$ cat src/rtl/vecc_pkg.sv
package vecc_pkg;
  localparam int unsigned MODE_W     = 4;
  localparam int unsigned GRAN_CODES = 4;
  localparam int unsigned MAX_GLOG   = 6;  // log2 of the coarsest granule (64 B)
  localparam int unsigned ECC_LOG    = 3;  // log2 of ECC bytes per granule (8 B)

  typedef enum logic [1:0] {
    GRAN_64 = 2'd0,
    GRAN_32 = 2'd1,
    GRAN_16 = 2'd2,
    GRAN_8  = 2'd3
  } gran_e;

  typedef enum logic [1:0] {
    STR_DETECT  = 2'd0,
    STR_CORRECT = 2'd1,
    STR_DOUBLE  = 2'd2,
    STR_RSVD    = 2'd3
  } strength_e;

  function automatic gran_e mode_gran(input logic [MODE_W-1:0] m);
    return gran_e'(m[1:0]);
  endfunction

  function automatic strength_e mode_strength(input logic [MODE_W-1:0] m);
    return strength_e'(m[3:2]);
  endfunction
endpackage

$ cat src/rtl/vecc_table.sv
module vecc_table #(
  parameter int unsigned ENTRIES = 16,
  parameter int unsigned PFN_W   = 28,
  parameter int unsigned EPN_W   = 24,
  localparam int unsigned IDX_W  = $clog2(ENTRIES)
) (
  input  logic                                   clk,
  input  logic                                   rst_n,
  input  logic                                   wr_en,
  input  logic [IDX_W-1:0]                       wr_idx,
  input  logic                                   wr_valid,
  input  logic [PFN_W-1:0]                       wr_pfn,
  input  logic [EPN_W-1:0]                       wr_epn,
  input  logic [vecc_pkg::MODE_W-1:0]            wr_mode,
  output logic [ENTRIES-1:0]                     tbl_valid,
  output logic [ENTRIES-1:0][PFN_W-1:0]          tbl_pfn,
  output logic [ENTRIES-1:0][EPN_W-1:0]          tbl_epn,
  output logic [ENTRIES-1:0][vecc_pkg::MODE_W-1:0] tbl_mode
);
  logic [ENTRIES-1:0] ent_en;

  always_comb begin
    ent_en = '0;
    if (wr_en) ent_en[wr_idx] = 1'b1;
  end

  for (genvar e = 0; e < ENTRIES; e++) begin : g_ent
    always_ff @(posedge clk or negedge rst_n) begin
      if (!rst_n)         tbl_valid[e] <= 1'b0;
      else if (ent_en[e]) tbl_valid[e] <= wr_valid;
    end

    always_ff @(posedge clk) begin
      if (ent_en[e]) begin
        tbl_pfn[e]  <= wr_pfn;
        tbl_epn[e]  <= wr_epn;
        tbl_mode[e] <= wr_mode;
      end
    end
  end

  // a write lands in its entry at the next edge
  a_r2_write_lands: assert property (@(posedge clk) disable iff (!rst_n)
    wr_en |=> (tbl_valid[$past(wr_idx)] == $past(wr_valid)) &&
              (tbl_epn[$past(wr_idx)] == $past(wr_epn)));
endmodule

$ cat src/rtl/vecc_match.sv
module vecc_match #(
  parameter int unsigned ENTRIES = 16,
  parameter int unsigned PFN_W   = 28,
  parameter int unsigned EPN_W   = 24,
  localparam int unsigned IDX_W  = $clog2(ENTRIES)
) (
  input  logic                                     clk,
  input  logic                                     rst_n,
  input  logic [PFN_W-1:0]                         key_pfn,
  input  logic [ENTRIES-1:0]                       tbl_valid,
  input  logic [ENTRIES-1:0][PFN_W-1:0]            tbl_pfn,
  input  logic [ENTRIES-1:0][EPN_W-1:0]            tbl_epn,
  input  logic [ENTRIES-1:0][vecc_pkg::MODE_W-1:0] tbl_mode,
  output logic                                     hit,
  output logic [EPN_W-1:0]                         sel_epn,
  output logic [vecc_pkg::MODE_W-1:0]              sel_mode
);
  logic [ENTRIES-1:0] hit_vec;
  logic [ENTRIES-1:0] grant;
  logic [ENTRIES-1:0] lower_hit;   // some lower index already hit
  logic [IDX_W-1:0]   sel_idx;

  for (genvar e = 0; e < ENTRIES; e++) begin : g_cmp
    assign hit_vec[e] = tbl_valid[e] && (tbl_pfn[e] == key_pfn);
  end

  assign lower_hit[0] = 1'b0;
  for (genvar e = 1; e < ENTRIES; e++) begin : g_pri
    assign lower_hit[e] = lower_hit[e-1] | hit_vec[e-1];
  end
  assign grant = hit_vec & ~lower_hit;

  always_comb begin
    sel_idx = '0;
    for (int e = 0; e < ENTRIES; e++) begin
      if (grant[e]) sel_idx = IDX_W'(e);
    end
  end

  assign hit      = |hit_vec;
  assign sel_epn  = tbl_epn[sel_idx];
  assign sel_mode = tbl_mode[sel_idx];

  // at most one entry wins, and it is the lowest matching one
  a_r7_single_grant: assert property (@(posedge clk) disable iff (!rst_n)
    $onehot0(grant));
  a_r7_lowest_wins: assert property (@(posedge clk) disable iff (!rst_n)
    hit |-> ((hit_vec & (grant - 1'b1)) == '0) && (grant != '0));
endmodule

$ cat src/rtl/vecc_scale.sv
module vecc_scale #(
  parameter int unsigned PAGE_BITS = 12
) (
  input  vecc_pkg::gran_e        gran,
  input  logic [PAGE_BITS-1:0]   offset,
  output logic [PAGE_BITS-1:0]   ecc_off
);
  import vecc_pkg::*;

  logic [GRAN_CODES-1:0][PAGE_BITS-1:0] cand;

  for (genvar g = 0; g < GRAN_CODES; g++) begin : g_gran
    localparam int unsigned SHR = MAX_GLOG - g;
    assign cand[g] = (offset >> SHR) << ECC_LOG;
  end

  assign ecc_off = cand[gran];
endmodule

$ cat src/rtl/vecc_xlate.sv
module vecc_xlate #(
  parameter int unsigned PA_W      = 40,
  parameter int unsigned PAGE_BITS = 12,
  parameter int unsigned EPN_W     = 24,
  parameter int unsigned ENTRIES   = 16,
  localparam int unsigned PFN_W    = PA_W - PAGE_BITS,
  localparam int unsigned EA_W     = EPN_W + PAGE_BITS,
  localparam int unsigned IDX_W    = $clog2(ENTRIES)
) (
  input  logic                        clk,
  input  logic                        rst_n,
  input  logic                        req_valid,
  output logic                        req_ready,
  input  logic [PA_W-1:0]             req_pa,
  output logic                        rsp_valid,
  input  logic                        rsp_ready,
  output logic                        rsp_fault,
  output logic [EA_W-1:0]             rsp_ea,
  output logic [1:0]                  rsp_strength,
  input  logic                        wr_en,
  input  logic [IDX_W-1:0]            wr_idx,
  input  logic                        wr_valid,
  input  logic [PFN_W-1:0]            wr_pfn,
  input  logic [EPN_W-1:0]            wr_epn,
  input  logic [vecc_pkg::MODE_W-1:0] wr_mode
);
  import vecc_pkg::*;

  // asynchronous assertion, synchronous release
  logic rst_s1, rst_s2;
  always_ff @(posedge clk or negedge rst_n) begin
    if (!rst_n) begin
      rst_s1 <= 1'b0;
      rst_s2 <= 1'b0;
    end else begin
      rst_s1 <= 1'b1;
      rst_s2 <= rst_s1;
    end
  end
  logic rst_i;
  assign rst_i = rst_s2;

  logic [ENTRIES-1:0]                 tbl_valid;
  logic [ENTRIES-1:0][PFN_W-1:0]      tbl_pfn;
  logic [ENTRIES-1:0][EPN_W-1:0]      tbl_epn;
  logic [ENTRIES-1:0][MODE_W-1:0]     tbl_mode;

  vecc_table #(.ENTRIES(ENTRIES), .PFN_W(PFN_W), .EPN_W(EPN_W)) u_table (
    .clk(clk), .rst_n(rst_i),
    .wr_en(wr_en), .wr_idx(wr_idx), .wr_valid(wr_valid),
    .wr_pfn(wr_pfn), .wr_epn(wr_epn), .wr_mode(wr_mode),
    .tbl_valid(tbl_valid), .tbl_pfn(tbl_pfn), .tbl_epn(tbl_epn), .tbl_mode(tbl_mode)
  );

  logic               hit;
  logic [EPN_W-1:0]   sel_epn;
  logic [MODE_W-1:0]  sel_mode;

  vecc_match #(.ENTRIES(ENTRIES), .PFN_W(PFN_W), .EPN_W(EPN_W)) u_match (
    .clk(clk), .rst_n(rst_i),
    .key_pfn(req_pa[PA_W-1:PAGE_BITS]),
    .tbl_valid(tbl_valid), .tbl_pfn(tbl_pfn), .tbl_epn(tbl_epn), .tbl_mode(tbl_mode),
    .hit(hit), .sel_epn(sel_epn), .sel_mode(sel_mode)
  );

  logic [PAGE_BITS-1:0] ecc_off;

  vecc_scale #(.PAGE_BITS(PAGE_BITS)) u_scale (
    .gran(mode_gran(sel_mode)),
    .offset(req_pa[PAGE_BITS-1:0]),
    .ecc_off(ecc_off)
  );

  // response stage: next-state and registers
  logic            accept;
  logic            vld_q, vld_d;
  logic            flt_q, flt_d;
  logic [EA_W-1:0] ea_q, ea_d;
  logic [1:0]      str_q, str_d;

  assign req_ready = !vld_q || rsp_ready;
  assign accept    = req_valid && req_ready;

  always_comb begin
    vld_d = vld_q;
    if (accept)         vld_d = 1'b1;
    else if (rsp_ready) vld_d = 1'b0;
    flt_d = !hit;
    ea_d  = hit ? {sel_epn, ecc_off} : '0;
    str_d = hit ? 2'(mode_strength(sel_mode)) : 2'b00;
  end

  always_ff @(posedge clk or negedge rst_i) begin
    if (!rst_i) vld_q <= 1'b0;
    else        vld_q <= vld_d;
  end

  always_ff @(posedge clk) begin
    if (accept) begin
      flt_q <= flt_d;
      ea_q  <= ea_d;
      str_q <= str_d;
    end
  end

  assign rsp_valid    = vld_q;
  assign rsp_fault    = flt_q;
  assign rsp_ea       = ea_q;
  assign rsp_strength = str_q;

  // every accepted request yields a response next cycle
  a_r3_rsp_follows: assert property (@(posedge clk) disable iff (!rst_i)
    accept |=> rsp_valid);
  // a stalled response holds its fields
  a_r9_hold_stall: assert property (@(posedge clk) disable iff (!rst_i)
    (rsp_valid && !rsp_ready) |=> rsp_valid && $stable(rsp_ea) &&
                                  $stable(rsp_fault) && $stable(rsp_strength));
  // a fault carries no address
  a_r5_fault_zero: assert property (@(posedge clk) disable iff (!rst_i)
    (rsp_valid && rsp_fault) |-> (rsp_ea == '0) && (rsp_strength == 2'b00));
  // ECC addresses are 8-byte aligned
  a_r4_aligned: assert property (@(posedge clk) disable iff (!rst_i)
    (rsp_valid && !rsp_fault) |-> (rsp_ea[ECC_LOG-1:0] == '0));
endmodule

$ cat config.mk
export PLATFORM = sky130hd
export DESIGN_NAME = vecc_xlate
export DESIGN_NICKNAME = d
export VERILOG_FILES = /design/src/rtl/vecc_pkg.sv /design/src/rtl/vecc_table.sv /design/src/rtl/vecc_match.sv /design/src/rtl/vecc_scale.sv /design/src/rtl/vecc_xlate.sv
export SDC_FILE = /design/constraint.sdc
export NUM_CORES = 1
export LEC_CHECK = 0
export ABC_AREA = 0
export ABC_CLOCK_PERIOD_IN_PS = 800
export CAP_MARGIN = 20
export CORE_MARGIN = 1.5
export CORE_UTILIZATION = 57
export DETAILED_ROUTE_END_ITERATION = 12
export DONT_BUFFER_PORTS = 1
export GPL_ROUTABILITY_DRIVEN = 1
export GPL_TIMING_DRIVEN = 0
export PLACE_DENSITY = 0.75
export SETUP_SLACK_MARGIN = 0.02
export SYNTH_ARGS = -nofsm -noshare
export SYNTH_HDL_FRONTEND = slang
export SYNTH_HIERARCHICAL = 1
export SYNTH_SLANG_ARGS = --single-unit
export TNS_END_PERCENT = 100
$ cat constraint.sdc
create_clock -name clk -period 0.8 [get_ports clk]
set_clock_uncertainty 0.2 [all_clocks]
set_input_delay 0.12 -clock clk [delete_from_list [all_inputs] [get_ports clk]]
set_output_delay 0.12 -clock clk [all_outputs]
set_load 0.05 [all_outputs]
# After elaboration in Yosys (flattened, before gate mapping)

Cells that the tools add are included.

Order comparisons: 4
Equality and inequality tests: 16
Muxes and demuxes: 26
Bitwise gates (word level): 16
Reductions and logical operators: 23

Operator list:

| kind                                                                                | number |
|---|---|
| 28-bit equality test                                                                | 16 |
| 24-bit binary-select mux with 4-bit select                                          | 1 |
| 4-bit two-way mux                                                                   | 15 |
| 12-bit binary-select mux with 2-bit select                                          | 1 |
| 24-bit two-way mux                                                                  | 1 |
| 1-bit logical AND                                                                   | 18 |
| 16-bit AND                                                                          | 1 |
| 4-bit binary-select mux with 4-bit select                                           | 1 |
| 16-bit two-way mux                                                                  | 1 |
| 16-bit inverter                                                                     | 1 |
| 16-bit OR reduction                                                                 | 1 |
| 1-bit OR                                                                            | 14 |
| 12-bit two-way mux                                                                  | 1 |
| 4-bit by 5-bit less-than comparator with 1-bit output, second input constant        | 2 |
| 1-bit demux with 4-bit select                                                       | 1 |
| 4-bit by 1-bit greater-or-equal comparator with 1-bit output, second input constant | 1 |
| 1-bit two-way mux                                                                   | 4 |
| 2-bit by 3-bit less-than comparator with 1-bit output, second input constant        | 1 |
| 1-bit zero test                                                                     | 2 |
| 2-bit nonzero test                                                                  | 1 |
| 1-bit logical OR                                                                    | 1 |

Register bits after elaboration: 954
Input bits: 106
Output and inout bits: 41
Word-level logic and storage cells: 155

# Longest topological paths before layout

Gate-level depths: netlist of the first run.

Depth in word-level cells: 37
Depth in mapped cells: 22
Mapped depth without buffers: 15

# Cells and area by module

The synthesis of the first run kept the hierarchy.

By module, submodules not included:

| module     | instances | cells each | area each (µm²) | sequential area each (µm²) |
|---|---|---|---|---|
| vecc_table | 1         | 956        | 27,669.0        | 27,306.2 |
| vecc_match | 1         | 1,716      | 11,728.7        | 0.0 |
| vecc_xlate | 1         | 89         | 1,542.7         | 1,246.2 |
| vecc_scale | 1         | 22         | 215.2           | 0.0 |

# Worst setup path after synthesis of the first run

Ideal clock, no wire load.

Path kind: input -> register
From: input port wr_idx[2]
To: register u_table.tbl_valid[6]
Library setup time: 0.130 ns
Arrival time: 4.717 ns
Required time: 0.470 ns
Slack: -4.246 ns
Stages on the path: 4
Path buffers: 1
Cell sequence: buf_2 nand3_1 nor3_1 mux2_1

Word-level cells in the longest chain between the ends: 5
Elaborated cells between the ends (all ways): 6
Those cells by class: order compare (2); mux (3); reduce/logical (1)

RTL lines:

| item                                                                                                                                                               | RTL line         | source |
|---|---|---|
| from (decl)                                                                                                                                                        | vecc_xlate.sv:21 | `input logic [IDX_W-1:0] wr_idx,` |
| 4-bit by 5-bit less-than comparator with 1-bit output (not written as such) / 4-bit by 1-bit greater-or-equal comparator with 1-bit output (equally long branches) | vecc_table.sv:24 | `if (wr_en) ent_en[wr_idx] = 1'b1;` |
| 1-bit logical AND (not written as such)                                                                                                                            | vecc_table.sv:24 |  |
| 1-bit two-way mux (not written as such)                                                                                                                            | vecc_table.sv:24 |  |
| 1-bit demux with 4-bit select *                                                                                                                                    | --               |  |
| 16-bit two-way mux *                                                                                                                                               | vecc_table.sv:24 |  |
| via u_table.ent_en[6]                                                                                                                                              | vecc_table.sv:20 | `logic [ENTRIES-1:0] ent_en;` |
| to (signal, indexed assignment)                                                                                                                                    | vecc_table.sv:30 | `else if (ent_en[e]) tbl_valid[e] <= wr_valid;` |
| to (decl)                                                                                                                                                          | vecc_table.sv:15 | `output logic [ENTRIES-1:0] tbl_valid,` |

The timed path passes the listed nets; every way through them passes the cells marked *.
A chain may end at the register's enable or synchronous reset.

# Final worst setup path of the first run

From: register u_table/tbl_pfn[337] (netlist bit)
To: register ea_q[6] (netlist: rsp_ea[6]), data pin

Word-level cells in the longest chain between the ends: 12
Elaborated cells between the ends (all ways): 16
Those cells by class: eq/ne (1); mux (8); bitwise (5); reduce/logical (2)

RTL lines:

| item                                                   | RTL line                           | source |
|---|---|---|
| from (decl)                                            | vecc_table.sv:16                   | `output logic [ENTRIES-1:0][PFN_W-1:0] tbl_pfn,` |
| from (signal, indexed assignment)                      | vecc_table.sv:35                   | `tbl_pfn[e] <= wr_pfn;` |
| 28-bit equality test *                                 | vecc_match.sv:24                   | `assign hit_vec[e] = tbl_valid[e] && (tbl_pfn[e] == key_pfn);` |
| 1-bit logical AND *                                    | vecc_match.sv:24                   |  |
| 1-bit OR                                               | vecc_match.sv:29                   | `assign lower_hit[e] = lower_hit[e-1] \| hit_vec[e-1];` |
| 16-bit inverter / 1-bit OR (equally long branches)     | vecc_match.sv:31, vecc_match.sv:29 |  |
| 16-bit AND *                                           | vecc_match.sv:31                   | `assign grant = hit_vec & ~lower_hit;` |
| 4-bit two-way mux (tied with other cells)              | vecc_match.sv:36                   | `if (grant[e]) sel_idx = IDX_W'(e);` |
| 4-bit two-way mux / 16-bit AND (equally long branches) | vecc_match.sv:36, vecc_match.sv:31 |  |
| 4-bit two-way mux *                                    | vecc_match.sv:36                   |  |
| 4-bit binary-select mux with 4-bit select *            | vecc_match.sv:42                   | `assign sel_mode = tbl_mode[sel_idx];` |
| 4-bit two-way mux (not written as such) *              | vecc_match.sv:42                   |  |
| via sel_mode[0]                                        | vecc_xlate.sv:57                   | `logic [MODE_W-1:0] sel_mode;` |
| 12-bit binary-select mux with 2-bit select *           | vecc_scale.sv:17                   | `assign ecc_off = cand[gran];` |
| 12-bit two-way mux (not written as such) *             | vecc_scale.sv:17                   |  |
| via ecc_off[6]                                         | vecc_xlate.sv:66                   | `logic [PAGE_BITS-1:0] ecc_off;` |
| to (signal assigned)                                   | vecc_xlate.sv:101                  | `ea_q <= ea_d;` |
| to (decl)                                              | vecc_xlate.sv:78                   | `logic [EA_W-1:0] ea_q, ea_d;` |

The timed path passes the listed nets; every way through them passes the cells marked *. The select of a mux whose other input is x is not followed.

==> results.json, run 1 <==
{
  "hp-class": "in -> reg",
  "syn-mean-instance-area_um2": 14.8,
  "slowest_stage": "nor4_1",
  "ys_warn_count": 6,
  "worstMarginPinSlew_ps": 1130,
  "regArea_um2": 28600,
  "hpwl_mm": 79.8,
  "postCtsHoldBufs": 73,
  "worst_slack_ps": -3900,
  "coreArea_um2": 71500,
  "row_count": 98,
  "multiInputGateArea_um2": 13200,
  "leakage_nw": 18.5,
  "rsz0062_at_grt": "true",
  "insertion_delay_ps": 670,
  "grt_max_degree": 34,
  "relSlewSlack": 0.245,
  "routabilityCongestion": 0.923,
  "ys.flop_type": "edfxtp_1",
  "cp.arrival_ps": 4910,
  "p_per_area_nw_per_um2": 2040,
  "synth_top_family_by_area": "simple AND/OR/NAND/NOR gates",
  "drive_gt1_frac": 0.307,
  "port_buffers": 0,
  "first_pass_iters": 6,
  "fin_hold_ws_ps": -403,
  "drv_slew": 0,
  "die-area_um2": 73800,
  "cap_viol_max_count": 0,
  "cp-end-kind": "register",
  "cts.path.max_buffers": 3,
  "hold_viol_final": 462,
  "synth.distinct_cells": 67,
  "fin_nets": 3458,
  "areaGrowthSynthToFinish_pct": 32.9,
  "grt-ovfl-total": 0,
  "cpMostUsedCell": "nand4_1",
  "crit_chain": "xnor2_1, nand4_1, nor4_1, nand4_1, buf_4, nand4_1, a31oi_2, nor2_2, buf_6, clkbuf_2, nand3b_1, mux2i_4, nor2_1, nand2_1, nand2_4, buf_8, buf_12, mux2i_4, mux2i_1, and2_1",
  "fin_setup_tns_ps": -488260,
  "numCtsBuffers": 97,
  "status": "finished, violations left",
  "dr_total_vias": 30721,
  "cts_tree": "done",
  "initial_core_util": 0.576,
  "synthXorXnorAreaFrac": 0.0934,
  "worstSetupPathType": "reg -> reg",
  "setup_viol": 1493,
  "post-route-drc-count": 0,
  "die_x_um": 272,
  "ys_seq_elements": 954,
  "synth-async-reset-ratio": 0.0199,
  "required_ps": 1010,
  "ant_nets": 0,
  "syn_inst": 2783,
  "grt_pass1_wl_mm": 199,
  "netlist_area_um2": 41200,
  "ys_seq_area_frac": 0.694,
  "wl_per_cell_um": 34.9,
  "violations": "hold timing, setup timing",
  "die_y_um": 272,
  "drt_iter0_markers": 5008,
  "dp_slack_ps": -4960,
  "synthAdderAreaFrac": 0,
  "layout_commonest_cell": "edfxtp_1",
  "synth-compound-area-share": 0.0118,
  "critPathLaunchType": "register",
  "clock.fmax_mhz": 213,
  "synth.mux.area_fraction": 0.0218,
  "cts_root_buffer": "clkbuf_16",
  "finalCritPeriodShare": 5.88,
  "slowest_delay_ps": 460,
  "fin_crit_ps": 4700,
  "final_cell_mix": "edfxtp_1, xnor2_1, nand4_1",
  "synth_enable_flop_cells": 935,
  "viasPerCell": 6.99,
  "ios": 147,
  "grt_pass1_vias": 29028,
  "postLayoutCoreUtil": 0.765,
  "path_max_fanout": 10,
  "clkTransAtPathRegs_ps": 60,
  "cts.sinks": 954,
  "fillers": 3717,
  "antenna_found_initial": 8,
  "ir_drop_uv": 2270,
  "synth-simple-area-share": 0.148,
  "total_power_mw": 111,
  "grtUsageTotal": 0.380,
  "htree_num_levels": 3,
  "wirelength_mm": 153
}
cell families (layout without fill, tap and decap cells):
logic type	Yosys count	count (layout)
DFF	954	954
AOI/OAI and AO/OA	62	63
muxes	85	85
other	2	15
xor gates and xnor gates	439	439
and+or+nand+nor	1060	1061
buffers and inverters	181	825
worst paths after layout:
check / startpoint / endpoint / slack, ps / depth (start not counted)
min: rsp_ready / rsp_valid / -400 / 2
min reg2reg: rst_i / u_table/tbl_valid[5] / 20 / 0
min in group asynchronous: rst_n / rst_i / 20 / 2
max in group asynchronous: rst_i / u_table/tbl_valid[14] / -150 / 1
max reg2reg: u_table/tbl_pfn[337] / rsp_ea[6] / -3900 / 20
max: u_table/tbl_pfn[337] / rsp_ea[6] / -3900 / 20
metal layers:
layer,track usage,up-vias,share of wire
met1,0.458,14926,0.32
met5,0,-,0.000091
met2,0.615,3078,0.46
met4,0.248,2,0.093
li1,-,11782,-
met3,0.0883,933,0.14
synth_stat cells, drive strengths merged, types with 4 or more instances:
| master | count | area share |
|---|---|---|
| buf | 139 | 0.027 |
| or2 | 17 | 0.0026 |
| clkbuf | 32 | 0.0030 |
| mux2 | 16 | 0.0044 |
| edfxtp | 935 | 0.68 |
| and3 | 30 | 0.0046 |
| nor2 | 72 | 0.0066 |
| nor3 | 76 | 0.010 |
| nor3b | 20 | 0.0036 |
| a21oi | 5 | 0.00061 |
| nand3b | 111 | 0.020 |
| xnor2 | 341 | 0.073 |
| nand2 | 116 | 0.011 |
| o21ai | 6 | 0.00073 |
| and2 | 41 | 0.0062 |
| a22oi | 4 | 0.00085 |
| a211oi | 28 | 0.0051 |
| nand3 | 234 | 0.029 |
| nand4 | 210 | 0.032 |
| nand2b | 19 | 0.0029 |
| nor4b | 9 | 0.0021 |
| nor2b | 4 | 0.00061 |
| inv | 10 | 0.00091 |
| dfrtp | 19 | 0.012 |
| xor2 | 98 | 0.021 |
| mux2i | 67 | 0.016 |
| nor4 | 90 | 0.014 |
registers in the layout, indices dropped and copies added, names as in the netlist:
| name | flops |
|---|---|
| rsp_strength | 2 |
| u_table/tbl_valid | 16 |
| u_table/tbl_mode | 64 |
| rsp_valid | 1 |
| u_table/tbl_pfn | 448 |
| rst_s1 | 1 |
| rst_i | 1 |
| rsp_fault | 1 |
| rsp_ea | 36 |
| u_table/tbl_epn | 384 |
what timing repair did:
item | CTS | global route
gates cloned | 36 | 32
resized for setup | 423 | 314
setup endpoints to repair | 994 | 1730
hold endpoints to repair | 1595 | 631
buffers inserted | 183 | 119
pin swaps | 145 | 151
metrics by stage:
step | cells | cell area (um^2)
final | 4392 | 54700
after global routing | 4387 | 54700
after CTS | 4251 | 52100
after detailed placement | 3783 | 43700
after floorplan | 2785 | 41600
after global placement | 3735 | 42800
worst max-delay path, delay by kind of cell, from the launching register on:
kind | cells | cell delay [ps]
AO/OA/AOI/OAI | 1 | 150
XOR/XNOR | 1 | 310
buffers and inverters | 5 | 1030
flip-flops | 1 | 390
multiplexers | 3 | 480
AND/OR/NAND/NOR | 10 | 1850
layout make-up:
type	count	area share
Antenna cell	11	0.000503
Buffer	165	0.0329
Clock buffer	133	0.0486
Clock inverter	45	0.00967
Inverter	10	0.000686
Multi-Input combinational cell	1652	0.242
Sequential cell	954	0.522
Tap cell	950	0.0217
Timing Repair Buffer	472	0.122
report_power, final:
group | internal (mW) | leakage [nW] | switching [mW]
Clock | 27.1 | 1.55 | 19.5
Sequential | 56.1 | 8.71 | 0.883
Combinational | 3.11 | 8.23 | 4.75
Total | 86.3 | 18.5 | 25.1
Note: power is estimated with default switching activity, not from simulation.
==> run 2, diff against run 1 <==
--- a/config.mk
+++ b/config.mk
@@ -6,10 +6,10 @@
 export NUM_CORES = 1
 export LEC_CHECK = 0
 export ABC_AREA = 0
-export ABC_CLOCK_PERIOD_IN_PS = 800
+export ABC_CLOCK_PERIOD_IN_PS = 4800
 export CAP_MARGIN = 20
 export CORE_MARGIN = 1.5
-export CORE_UTILIZATION = 57
+export CORE_UTILIZATION = 59
 export DETAILED_ROUTE_END_ITERATION = 12
 export DONT_BUFFER_PORTS = 1
 export GPL_ROUTABILITY_DRIVEN = 1
==> constraint.sdc (replaced) <==
create_clock -name clk -period 4.8 [get_ports clk]
set_clock_uncertainty 0.2 [all_clocks]
set_input_delay 0.72 -clock clk [delete_from_list [all_inputs] [get_ports clk]]
set_output_delay 0.72 -clock clk [all_outputs]
set_load 0.05 [all_outputs]
==> results.json, run 2 (synthesis gave the netlist of run 1 again) <==
{
  "setup_viol": 0,
  "port_buffers": 0,
  "hp-class": "reg -> async",
  "cts_root_buffer": "clkbuf_16",
  "cp.arrival_ps": 4960,
  "first_pass_iters": 6,
  "numCtsBuffers": 97,
  "grt_pass1_vias": 26715,
  "fin_setup_tns_ps": 0,
  "htree_num_levels": 3,
  "ant_nets": 0,
  "required_ps": 5000,
  "grt-ovfl-total": 0,
  "routabilityCongestion": 0.925,
  "dr_total_vias": 26860,
  "fin_area_um2": 48200,
  "grt_max_degree": 33,
  "biggestRegsByFlops": "u_table/tbl_pfn (448), u_table/tbl_epn (384), u_table/tbl_mode (64)",
  "wirelength_mm": 125,
  "coreArea_um2": 68800,
  "die_y_um": 267,
  "ir_drop_uv": 423,
  "finalCritPeriodShare": 0.992,
  "areaGrowthSynthToFinish_pct": 17.1,
  "largest_reg_flops": 448,
  "hold_viol_final": 0,
  "cts_tree": "done",
  "cp-end-kind": "register",
  "worstSetupPathType": "reg -> reg",
  "cts.sinks": 954,
  "initial_core_util": 0.598,
  "startpoint": "u_table/tbl_pfn[145]",
  "critPathLaunchType": "register",
  "regMostFlops": "u_table/tbl_pfn",
  "grt_pass1_wl_mm": 178,
  "wl_per_cell_um": 30.9,
  "post-route-drc-count": 0,
  "rrSetupSlack_ps": 40,
  "status": "finished clean",
  "p_per_area_nw_per_um2": 372,
  "antenna_found_initial": 3,
  "clock.fmax_mhz": 210,
  "placed_area_um2": 43500,
  "insertion_delay_ps": 660,
  "relSlewSlack": 0.124,
  "ios": 147,
  "hpwl_mm": 78.8,
  "drv_slew": 0,
  "die-area_um2": 71300,
  "drive_gt1_frac": 0.152,
  "clkTransAtPathRegs_ps": 60,
  "final_cell_mix": "edfxtp_1, xnor2_1, nand3_1",
  "row_count": 96,
  "die_x_um": 267,
  "viasPerCell": 6.66,
  "grtUsageTotal": 0.351,
  "layout_commonest_cell": "edfxtp_1",
  "drt_iter0_markers": 4011,
  "cts.path.max_buffers": 3,
  "fin_crit_ps": 4760,
  "fin_nets": 3121,
  "path_max_fanout": 10,
  "worstMarginPinSlew_ps": 1310,
  "leakage_nw": 15.5,
  "r2r-start": "u_table/tbl_pfn[145]",
  "cap_viol_max_count": 0,
  "r2r_end": "rsp_ea[3]",
  "ff2ff_path_depth": 18
}
==> run 2: cell count changes in the layout (fill, tap and decap cells not counted), sizes merged <==
cell          delta
buf            -291
bufbuf           -1
bufinv           -6
clkbuf          -41
clkinv          +10
diode            -6
dlygate4sd3      -1
dlymetal6s2s     -2
nor2             -1
o22ai            -1
==> run 2: metal layers <==
layer / routed length [um] / global-route usage / vias up / part of all wire
met1: 43100 / 0.458 / 13308 / 0.35
met2: 59400 / 0.567 / 2038 / 0.48
met5: 13 / 0 / - / 0.00010
met4: 7190 / 0.187 / 2 / 0.058
li1: - / - / 11069 / -
met3: 14900 / 0.0622 / 443 / 0.12
==> run 2: metrics by stage <==
stage | worst slack (ps) | total power, mW | hold WS [ps] | cells | utilization
after global placement | -1590 | 10.4 | 137 | 3716 | 0.615
after detailed placement | -1650 | 10.4 | 128 | 3768 | 0.632
after floorplan | 391 | 10.2 | 13.2 | 2785 | -
after CTS | 24.6 | 17.9 | 76.0 | 4019 | 0.693
final | 37.4 | 17.9 | 95.3 | 4033 | 0.700
after global routing | -76.5 | 18.3 | 85.7 | 4030 | 0.700
==> run 2: repair_timing <==
action,CTS,global route
pin swaps,12,19
resized for setup,62,90
hold endpoints to repair,905,0
setup buffers,12,9
hold buffers,59,0
setup endpoints to repair,35,9
==> run 2: critical path, cell delays in order (launching register included) <==
cell,delay [ps]
edfxtp_1,380
xnor2_1,160
nand2_1,150
nor4b_1,510
nand3_1,170
buf_4,210
o211ai_1,190
a31oi_2,170
o22ai_4,350
nor2b_1,280
clkbuf_4,270
clkbuf_4,270
nand3_1,110
nand4_1,130
nor2_2,60
nand2_4,100
buf_8,160
mux4_2,490
and2_1,170
==> run 2: how the worst max path moves through the flow <==
stage,endpoint,slack [ps],cells past startpoint
floorplan,rsp_ea[3],390,19
global placement,rsp_ea[3],-1590,18
detailed placement,rsp_ea[3],-1650,18
CTS,rsp_ea[3],20,20
global route,rsp_ea[4],-80,18
finish,rsp_ea[3],40,18
==> run 2: layout make-up <==
cell class	instances	area, um^2
plain buffers	169	1450
multi-input cells	1650	11900
repair buffers	133	1970
clock buffers	132	2710
fillers	4452	20600
flip-flops and latches	954	28600
well taps	931	1160
inverters	10	37.5
diodes	5	12.5
clock inverters	49	398
==> run 2: power breakdown <==
group | internal, mW | leakage (nW) | switching [mW]
clock | 4.28 | 1.53 | 3.10
combinational | 0.371 | 5.23 | 0.692
sequential | 9.36 | 8.71 | 0.133
total | 14.0 | 15.5 | 3.93
